`src/rtl/uart_tx_parity.sv`:
```
module uart_tx_parity #(
  parameter int DATA_W     = 8,
  parameter int OVERSAMPLE = 16,
  parameter bit PARITY_ODD = 1'b0
) (
  input  logic              clk,
  input  logic              rst_n,
  input  logic              tick,
  input  logic              wr_n,
  input  logic [DATA_W-1:0] din,
  output logic              txd,
  output logic              shift_idle,
  output logic              buf_empty
);
  localparam int FRAME_W = DATA_W + 3;
  localparam int SUB_W   = (OVERSAMPLE > 1) ? $clog2(OVERSAMPLE) : 1;
  localparam int BIT_W   = $clog2(FRAME_W);
  localparam logic [SUB_W-1:0] SUB_LAST = SUB_W'(OVERSAMPLE - 1);
  localparam logic [BIT_W-1:0] BIT_LAST = BIT_W'(FRAME_W - 1);

  logic [DATA_W-1:0]  hold_q;
  logic               empty_q;
  logic               busy_q;
  logic [FRAME_W-1:0] frame_q;
  logic [SUB_W-1:0]   sub_q;
  logic [BIT_W-1:0]   bit_q;

  logic accept, bit_end, last_bit, load, par;

  assign accept   = !wr_n && empty_q;
  assign bit_end  = busy_q && tick && (sub_q == SUB_LAST);
  assign last_bit = bit_end && (bit_q == BIT_LAST);
  assign load     = !empty_q && (!busy_q || last_bit);
  assign par      = (^hold_q) ^ PARITY_ODD;

  always_ff @(posedge clk or negedge rst_n) begin
    if (!rst_n) begin
      hold_q  <= '0;
      empty_q <= 1'b1;
    end else if (accept) begin
      hold_q  <= din;
      empty_q <= 1'b0;
    end else if (load) begin
      empty_q <= 1'b1;
    end
  end

  always_ff @(posedge clk or negedge rst_n) begin
    if (!rst_n) begin
      frame_q <= '1;
      busy_q  <= 1'b0;
      sub_q   <= '0;
      bit_q   <= '0;
    end else if (load) begin
      frame_q <= {1'b1, par, hold_q, 1'b0};
      busy_q  <= 1'b1;
      sub_q   <= '0;
      bit_q   <= '0;
    end else if (bit_end) begin
      frame_q <= {1'b1, frame_q[FRAME_W-1:1]};
      sub_q   <= '0;
      bit_q   <= bit_q + 1'b1;
      if (last_bit) busy_q <= 1'b0;
    end else if (busy_q && tick) begin
      sub_q <= sub_q + 1'b1;
    end
  end

  assign txd        = frame_q[0];
  assign shift_idle = !busy_q;
  assign buf_empty  = empty_q;
endmodule

```
`config.mk`:
```
export PLATFORM = sky130hd
export DESIGN_NAME = uart_tx_parity
export DESIGN_NICKNAME = d
export VERILOG_FILES = /design/src/rtl/uart_tx_parity.sv
export SDC_FILE = /design/constraint.sdc
export NUM_CORES = 1
export LEC_CHECK = 0
export ABC_CLOCK_PERIOD_IN_PS = 2520
export BUFFER_PORTS_ARGS = -buffer_cell sky130_fd_sc_hd__buf_2
export CAP_MARGIN = 30
export CORE_ASPECT_RATIO = 1.75
export CORE_UTILIZATION = 57
export DETAILED_ROUTE_END_ITERATION = 10
export GPL_TIMING_DRIVEN = 0
export PLACE_DENSITY = 0.89
export SYNTH_ARGS = -nofsm -noshare
export SYNTH_HDL_FRONTEND = slang
export SYNTH_SLANG_ARGS = --single-unit
```
`constraint.sdc`:
```
create_clock -name clk -period 2.52 [get_ports clk]
set_clock_uncertainty 0.05 [all_clocks]
set_input_delay 0.252 -clock clk [delete_from_list [all_inputs] [get_ports clk]]
set_output_delay 0.252 -clock clk [all_outputs]
set_load 0.02 [all_outputs]
```
; Word-level counts from Yosys, hierarchy flattened
; Cells that the tools add are included.
[word_totals]
register_bits = 29
inputBits = 12
[op_classes]
add_sub_neg = 2
n_eq_ne = 2
mux = 12
n_reduce_logical = 15
[op_table]
columns = op, n
row1 = $mux 11, 2
row2 = $mux 4, 5
row3 = $add 4x1->4 const B, 2
row4 = $eq 4x4->1 const B, 2
row5 = $reduce_xor 8->1, 1
row6 = $reduce_bool 2->1, 3
row7 = $logic_and 1x1->1, 5
row8 = $mux 1, 5
row9 = $logic_not 1->1, 3
row10 = $reduce_bool 3->1, 1
row11 = $reduce_and 2->1, 1
row12 = $logic_or 1x1->1, 1

; Logic depth before layout (Yosys ltp)
; Gate-level depths: netlist (run 1).
[logic_depth]
word_depth = 7
depth_mapped = 8
ltp_nobuf = 6

; Worst setup path after synthesis (run 1)
; Ideal clock, no wire load.
[synth_timing]
path_type = flip-flop to flip-flop
from = register sub_q[0]
to = register frame_q[8]
setup_ns = 0.082
arrival_time_ns = 1.690
required_ns = 2.388
slack_ns = 0.698
path_stages_with_launch = 8
path_buffers = 2
path_cell_list = dfrtp_1 > ha_1 > nand4_2 > o31ai_2 > and2b_1 > buf_6 > buf_6 > mux2_4
[synth_between]
elab_chain_cells = 6
elab_cells_between_ends = 7
cone_classes = eq/ne: 1 / mux: 1 / reduce/logical: 5
[synth_rtl]
columns = item, line_no
row1 = from (decl), 25  ; logic [SUB_W-1:0] sub_q;
row2 = from (signal assigned), 65  ; sub_q <= sub_q + 1'b1;
row3 = $eq 4x4->1 *, 31  ; assign bit_end = busy_q && tick && (sub_q == SUB_LAST);
row4 = $logic_and 1x1->1 *, 31
row5 = $logic_and 1x1->1, 32  ; assign last_bit = bit_end && (bit_q == BIT_LAST);
row6 = $logic_or 1x1->1, 33  ; assign load = !empty_q && (!busy_q || last_bit);
row7 = $logic_and 1x1->1, 33
row8 = $mux 11 or $reduce_bool 2->1 (tied branches), --
row9 = to (signal assigned), 55  ; frame_q <= {1'b1, par, hold_q, 1'b0};
row10 = to (signal assigned), 60  ; frame_q <= {1'b1, frame_q[FRAME_W-1:1]};
row11 = to (decl), 24  ; logic [FRAME_W-1:0] frame_q;
; Mark *: on every way between the ends. The rest lies on a longest branch, timed or not.
; A chain may end at the register's enable or synchronous reset.

; Worst setup path in the final report (run 1)
; Ends and elaborated chain as after synthesis.

==> results.toml, run 1 <==
[timing]
layout_min_cycle_time_ps = 2060
setup_viol = 0
period_share = 0.819
relSlewSlack = 0.598
rsz0062_at_grt = "false"
tightest_slew_ps = 602
setup_tns_ps = 0
fmax_ghz = 0.485
finalHoldViolations = 0
maxSlewViolCount = 0
holdWs_ps = 155

[yosys]
yosys-top-cells-count = "dfrtp_1, mux2_2, dfstp_2"
ys_warn_count = 0
synth_adder_area_share = 0.0263
synth_nets = 130
synth_area_um2 = 1430
yosysTopAreaCellShare = 0.298
synthDistinctLibCells = 26
postSynthCellCount = 115
synth_xor_area_frac = 0.0736
yosysTopAreaCell = "dfrtp_1"
synth_ff_type = "dfrtp_1"
synthArstFlopShare = 1.00
ys_ff_latch = 28
synth_compound_area_frac = 0.0491
synth.yosys.seq_area_share = 0.500
netlist_top_cells_area = "dfrtp_1, dfstp_2, mux2_2, mux2_4, xnor2_1"
yosys.area_share.simple = 0.109
synth_edf_count = 0
synth_top_family_by_area = "multiplexers"
syn_avg_cell_area_um2 = 12.4
synth.area.mux_share = 0.208

[placement]
numPortBuffers = 14
gp_congestion = 0.765
dpl.hpwl_um = 1730

[routing]
wl_per_cell_um = 15.0
via_per_inst = 5.64
num_vias = 897
dr.pass1.iters = 4
drtIter0Drc = 11
drc = 0
wl_um = 2380
antenna_left = 0

[run_status]
status = "finished, final reports clean"

[die]
die_x_um = 39.8
pin_count = 15
fp.dieArea_um2 = 2720
core-area_um2 = 2330
start_util = 0.612
die_h_um = 68.2
row_count = 23

[min_path]
hp-class = "primary input to register"

[clock_network]
clk_pin_slew_ps = 90
clkSinkCount = 28
numCtsBuffers = 3
cts_tree = "done"
htree_levels = 1
cts_setup_buffers = 0
insertion_delay_ps = 270
root_buffer = "clkbuf_8"
clockBufferDepth = 2

[critical_path]
crit_type = "register to register"
critPathMaxFanout = 10
endpoint_kind = "register"
start_kind = "register"
cpMostUsedCell = "buf_6"
crit_required_ps = 2680
slowest_delay_ps = 430
arrival_ps = 2220
worstPathCellList = "ha_1 -> nand4_2 -> o31ai_2 -> and2b_1 -> buf_6 -> buf_6 -> mux2_4"
cpLargestDelayFamily = "flip-flops"
worst-path-buf-inv = 2
slowest_stage = "dfrtp_1"

[finish]
nets = 150
nFillCells = 165
num_antenna_cells = 0
synthToLayoutAreaGrowth_pct = 11.0
drive_above_1_share = 0.440

[job]
cap_violations = 0

[global_route]
grt_start_max_net_pins = 29
grt_use_total = 0.212
grt-ovfl-total = 0
antenna_found_initial = 0
grt_pass1_vias = 911
grt_pass1_wl_um = 3780

[power_and_ir_drop]
p_leak_nw = 0.733
p_per_area_nw_per_um2 = 755
vdd_drop_max_mv = 0.479
[what timing repair did]
action	CTS	global route
hold endpoints to repair	17	0
hold buffers	1	0
resized for setup	0	0
[layer usage]
metal  vias up  wire (µm)  track usage  share of wire
met5         -          0            0              0
met4         0         77        0.116          0.032
met3         7         58       0.0292          0.024
met2        18       1350        0.383           0.57
met1       443        892        0.219           0.37
li1        429          -            -              -
[sequential cells by signal (all words and copies together), names as in the netlist]
name	count
hold_q	8
busy_q	1
frame_q	10
sub_q	4
buf_empty	1
bit_q	4
[path summary, 6_finish.rpt]
kind                            startpoint          to  slack [ps]  cells past startpoint
worst min-delay path                din[5]   hold_q[5]         150                      2
worst min register to register  frame_q[0]  frame_q[0]         440                      2
worst max-delay path              sub_q[0]  frame_q[8]         460                      7
min in group asynchronous            rst_n    sub_q[1]         470                      2
worst max register to register    sub_q[0]  frame_q[8]         460                      7
max in group asynchronous            rst_n   hold_q[4]        1560                      2
[kinds of logic after synthesis]
| logic type | Yosys count |
|---|---|
| fa+ha+maj | 3 |
| flops | 28 |
| simple gates | 30 |
| buf+inv | 7 |
| compound gates | 11 |
| mux | 24 |
| xor+xnor | 12 |
[report_power, final]
part	internal, W	total, W	switching [W]
Sequential	0.000559	0.000647	0.0000882
Combinational	0.000178	0.000305	0.000127
Clock	0.000113	0.000243	0.000130
[stage by stage]
stage	utilization	area, µm²	setup WS (ps)	cells	total power (W)
final	0.680	1580	457	159	0.00120
after global routing	0.680	1580	351	159	0.00126
after CTS	0.680	1580	438	159	0.00121
after detailed placement	0.656	1530	467	154	0.000965
after global placement	0.656	1530	521	154	0.000941
after floorplan	-	1430	698	115	0.000883
[final cells by class]
class | instances | area [µm²] | share of cell area
Sequential cell | 28 | 714 | 0.451
Multi-Input combinational cell | 80 | 664 | 0.419
Timing Repair Buffer | 15 | 80.1 | 0.0506
Clock buffer | 4 | 45.0 | 0.0284
Buffer | 5 | 41.3 | 0.0261
Tap cell | 25 | 31.3 | 0.0197
Inverter | 2 | 7.51 | 0.00474
[cell usage in the layout, fill, tap and decap left out]
master	Yosys	layout
a21o_1	1	1
a21oi_1	4	4
a22oi_1	1	1
and2b_1	1	1
and4_4	1	1
buf_2	0	14
buf_6	3	3
clkbuf_1	2	3
clkbuf_8	0	3
dfrtp_1	17	17
dfstp_2	11	11
dlygate4sd3_1	0	1
ha_1	3	3
inv_1	2	2
mux2_2	17	17
mux2_4	7	7
nand2_1	10	10
nand2_4	1	1
nand3_1	6	6
nand4_2	1	1
nor2_1	6	6
nor2b_1	1	1
nor3_1	2	2
o21a_1	1	1
o21ai_0	3	3
o31ai_2	1	1
or3_1	1	1
xnor2_1	9	9
xor2_1	3	3
Note: power is estimated with default switching activity, not from simulation.
==> run 2: changes to the inputs <==
==> config.mk (replaced) <==
export PLATFORM = sky130hd
export DESIGN_NAME = uart_tx_parity
export DESIGN_NICKNAME = d
export VERILOG_FILES = /design/src/rtl/uart_tx_parity.sv
export SDC_FILE = /design/constraint.sdc
export NUM_CORES = 1
export LEC_CHECK = 0
export ABC_AREA = 1
export ABC_CLOCK_PERIOD_IN_PS = 1850
export BUFFER_PORTS_ARGS = -buffer_cell sky130_fd_sc_hd__buf_2
export CAP_MARGIN = 30
export CORE_ASPECT_RATIO = 1.75
export CORE_UTILIZATION = 52
export DETAILED_ROUTE_END_ITERATION = 10
export GPL_TIMING_DRIVEN = 0
export PLACE_DENSITY = 0.86
export SYNTH_ARGS = -nofsm -noshare
export SYNTH_HDL_FRONTEND = slang
export SYNTH_SLANG_ARGS = --single-unit
==> constraint.sdc (replaced) <==
create_clock -name clk -period 1.85 [get_ports clk]
set_clock_uncertainty 0.05 [all_clocks]
set_input_delay 0.185 -clock clk [delete_from_list [all_inputs] [get_ports clk]]
set_output_delay 0.185 -clock clk [all_outputs]
set_load 0.02 [all_outputs]
==> run 2 against run 1 <==
  * Synthesized area rose by 2.2%
  * Setup slack got worse by 240 ps
  * Largest cell class unchanged
  * Highest routed layer unchanged
  * Critical endpoint is now frame_q[4]
  * Design area rose by 2.8%
  * Critical path type unchanged
  * Die area rose by 12%
  * Core utilization fell by 7.4 points
  * Global-route usage fell by 0.43 points
  * Cell count rose by 48%
==> results.toml, run 2 <==
[finish]
num_antenna_cells = 0
synthToLayoutAreaGrowth_pct = 11.6
nFillCells = 266
nets = 224
stdcell_area_um2 = 1630
largest_reg_flops = 10
final_cell_mix = "nand2_1, inv_1, nor2_1, buf_2, dfrtp_1"
top_regs = "frame_q x10, hold_q x8"
final_common_cell = "nand2_1"
regMostFlops = "frame_q"
drive_above_1_share = 0.183
final_core_util = 0.605

[routing]
num_vias = 1181
wl_um = 2650
dr.pass1.iters = 4
antenna_left = 0
drc = 0
via_per_inst = 5.03
wl_per_cell_um = 11.3
drtIter0Drc = 27

[placement]
dpl.hpwl_um = 1990
place_area_um2 = 1560
numPortBuffers = 14
gp_congestion = 0.755

[job]
cap_violations = 0

[die]
start_util = 0.542
fp.dieArea_um2 = 3030
row_count = 25
die_x_um = 42.0
pin_count = 15
core-area_um2 = 2690
die_h_um = 72.1

[power_and_ir_drop]
clkPwrFrac = 0.249
p_per_area_nw_per_um2 = 944
p_switching_w = 0.000463
p_sw_frac = 0.301
power.total_w = 0.00154
p_comb_frac = 0.210
vdd_drop_max_mv = 0.500
p_leak_nw = 0.906
pwr-share-seq = 0.541
internal-power_w = 0.00107

[run_status]
status = "finished, final reports clean"

[yosys]
yosysMostFrequentCell = "nand2_1"
yosysTopAreaCellShare = 0.292
synth_area_um2 = 1460
yosysTopAreaCell = "dfrtp_1"
ys_ff_latch = 28
synthArstFlopShare = 1.00
synth_ff_type = "dfrtp_1"
postSynthCellCount = 189
synth_nets = 204
synth.yosys.seq_area_share = 0.490
netlist_top_cells_area = "dfrtp_1, dfstp_2, nand2_1, inv_1, nor2_1"
yosys-top-cells-count = "nand2_1, inv_1, nor2_1"
ys_warn_count = 0
synthDistinctLibCells = 20
synth_edf_count = 0
syn_avg_cell_area_um2 = 7.72

[clock_network]
post_cts_resized = 0
cts_setup_buffers = 0
clk_pin_slew_ps = 90
cts_tree = "done"
root_buffer = "clkbuf_8"
cts_hold_buffers = 1
clkSinkCount = 28
htree_levels = 1
insertion_delay_ps = 280
numCtsBuffers = 3
clockBufferDepth = 2

[timing]
setup_viol = 0
setup_tns_ps = 0
fmax_ghz = 0.612
layout_min_cycle_time_ps = 1630
tightest_slew_ps = 628
holdWs_ps = 67.8
period_share = 0.883
rsz0062_at_grt = "false"
finalHoldViolations = 0
relSlewSlack = 0.581
maxSlewViolCount = 0

[min_path]
worstHoldStart = "wr_n"
hp-class = "primary input to register"

[critical_path]
slowest_stage = "dfrtp_1"
critPathMaxFanout = 10
crit_start = "bit_q[0]"
crit_required_ps = 2010
cpMostUsedCell = "nand2_1"
crit_type = "register to register"
r2r-start = "bit_q[0]"
slowest_delay_ps = 410
worstPathCellList = "inv_1 -> ha_1 -> inv_1 -> nor2_1 -> nand2_2 -> nand2_1 -> nand2_1 -> buf_2 -> o21ai_0 -> nand2_1"
endpoint_kind = "register"
start_kind = "register"
arrival_ps = 1800

[global_route]
grt_start_max_net_pins = 29
grt-ovfl-total = 0
grt_pass1_vias = 1257
grt_use_total = 0.208
grt_pass1_wl_um = 4890
antenna_found_initial = 0
run 2: area by class of cell:
class / count / area, µm² / share of cell area
plain buffers: 6 / 41.3 / 0.0254
clock buffers: 4 / 55.1 / 0.0338
inverters: 24 / 90.1 / 0.0553
multi-input cells: 131 / 613 / 0.377
flip-flops and latches: 28 / 714 / 0.439
well taps: 27 / 33.8 / 0.0208
repair buffers: 15 / 80.1 / 0.0492
run 2: worst max-delay path, delay by kind of cell, from the launching register on:
kind            cells  cell delay [ps]
simple gates        5              440
flops               1              410
buf+inv             3              310
compound gates      1              200
fa+ha+maj           1              150
run 2: worst paths after layout:
kind / endpoint / slack (ps) / depth (start not counted)
setup / recovery: frame_q[4] / 220 / 10
hold / removal: buf_empty / 70 / 3
setup reg to reg: frame_q[4] / 220 / 10
hold reg to reg: frame_q[3] / 440 / 2
max in group asynchronous: hold_q[0] / 950 / 2
min in group asynchronous: busy_q / 400 / 2
run 2: metrics by stage:
step	instances	worst slack, ps
4_1_cts	235	212
3_3_place_gp	230	281
2_1_floorplan	189	405
5_1_grt	235	102
3_5_place_dp	230	229
6_report	235	216
run 2: power by group through the flow:
stage	Combinational [W]	Sequential, W	Clock (W)
floorplan	0.000255	0.000822	0
detailed placement	0.000325	0.000844	0
global route	0.000380	0.000853	0.000409
CTS	0.000330	0.000833	0.000393
global placement	0.000308	0.000841	0
finish	0.000322	0.000832	0.000383
run 2: cell families after synthesis:
kind of cell,synth area share
AND/OR/NAND/NOR,0.284
buffers and inverters,0.0900
flip-flops,0.490
AO/OA/AOI/OAI,0.0746
XOR/XNOR,0.0360
adder cells (fa/ha/maj),0.0257
run 2: routing by layer:
layer,up-vias,wire (µm),global-route usage
met2,12,1520,0.417
li1,616,-,-
met1,548,1030,0.206
met4,0,63,0.101
met5,-,0,0
met3,5,32,0.0149
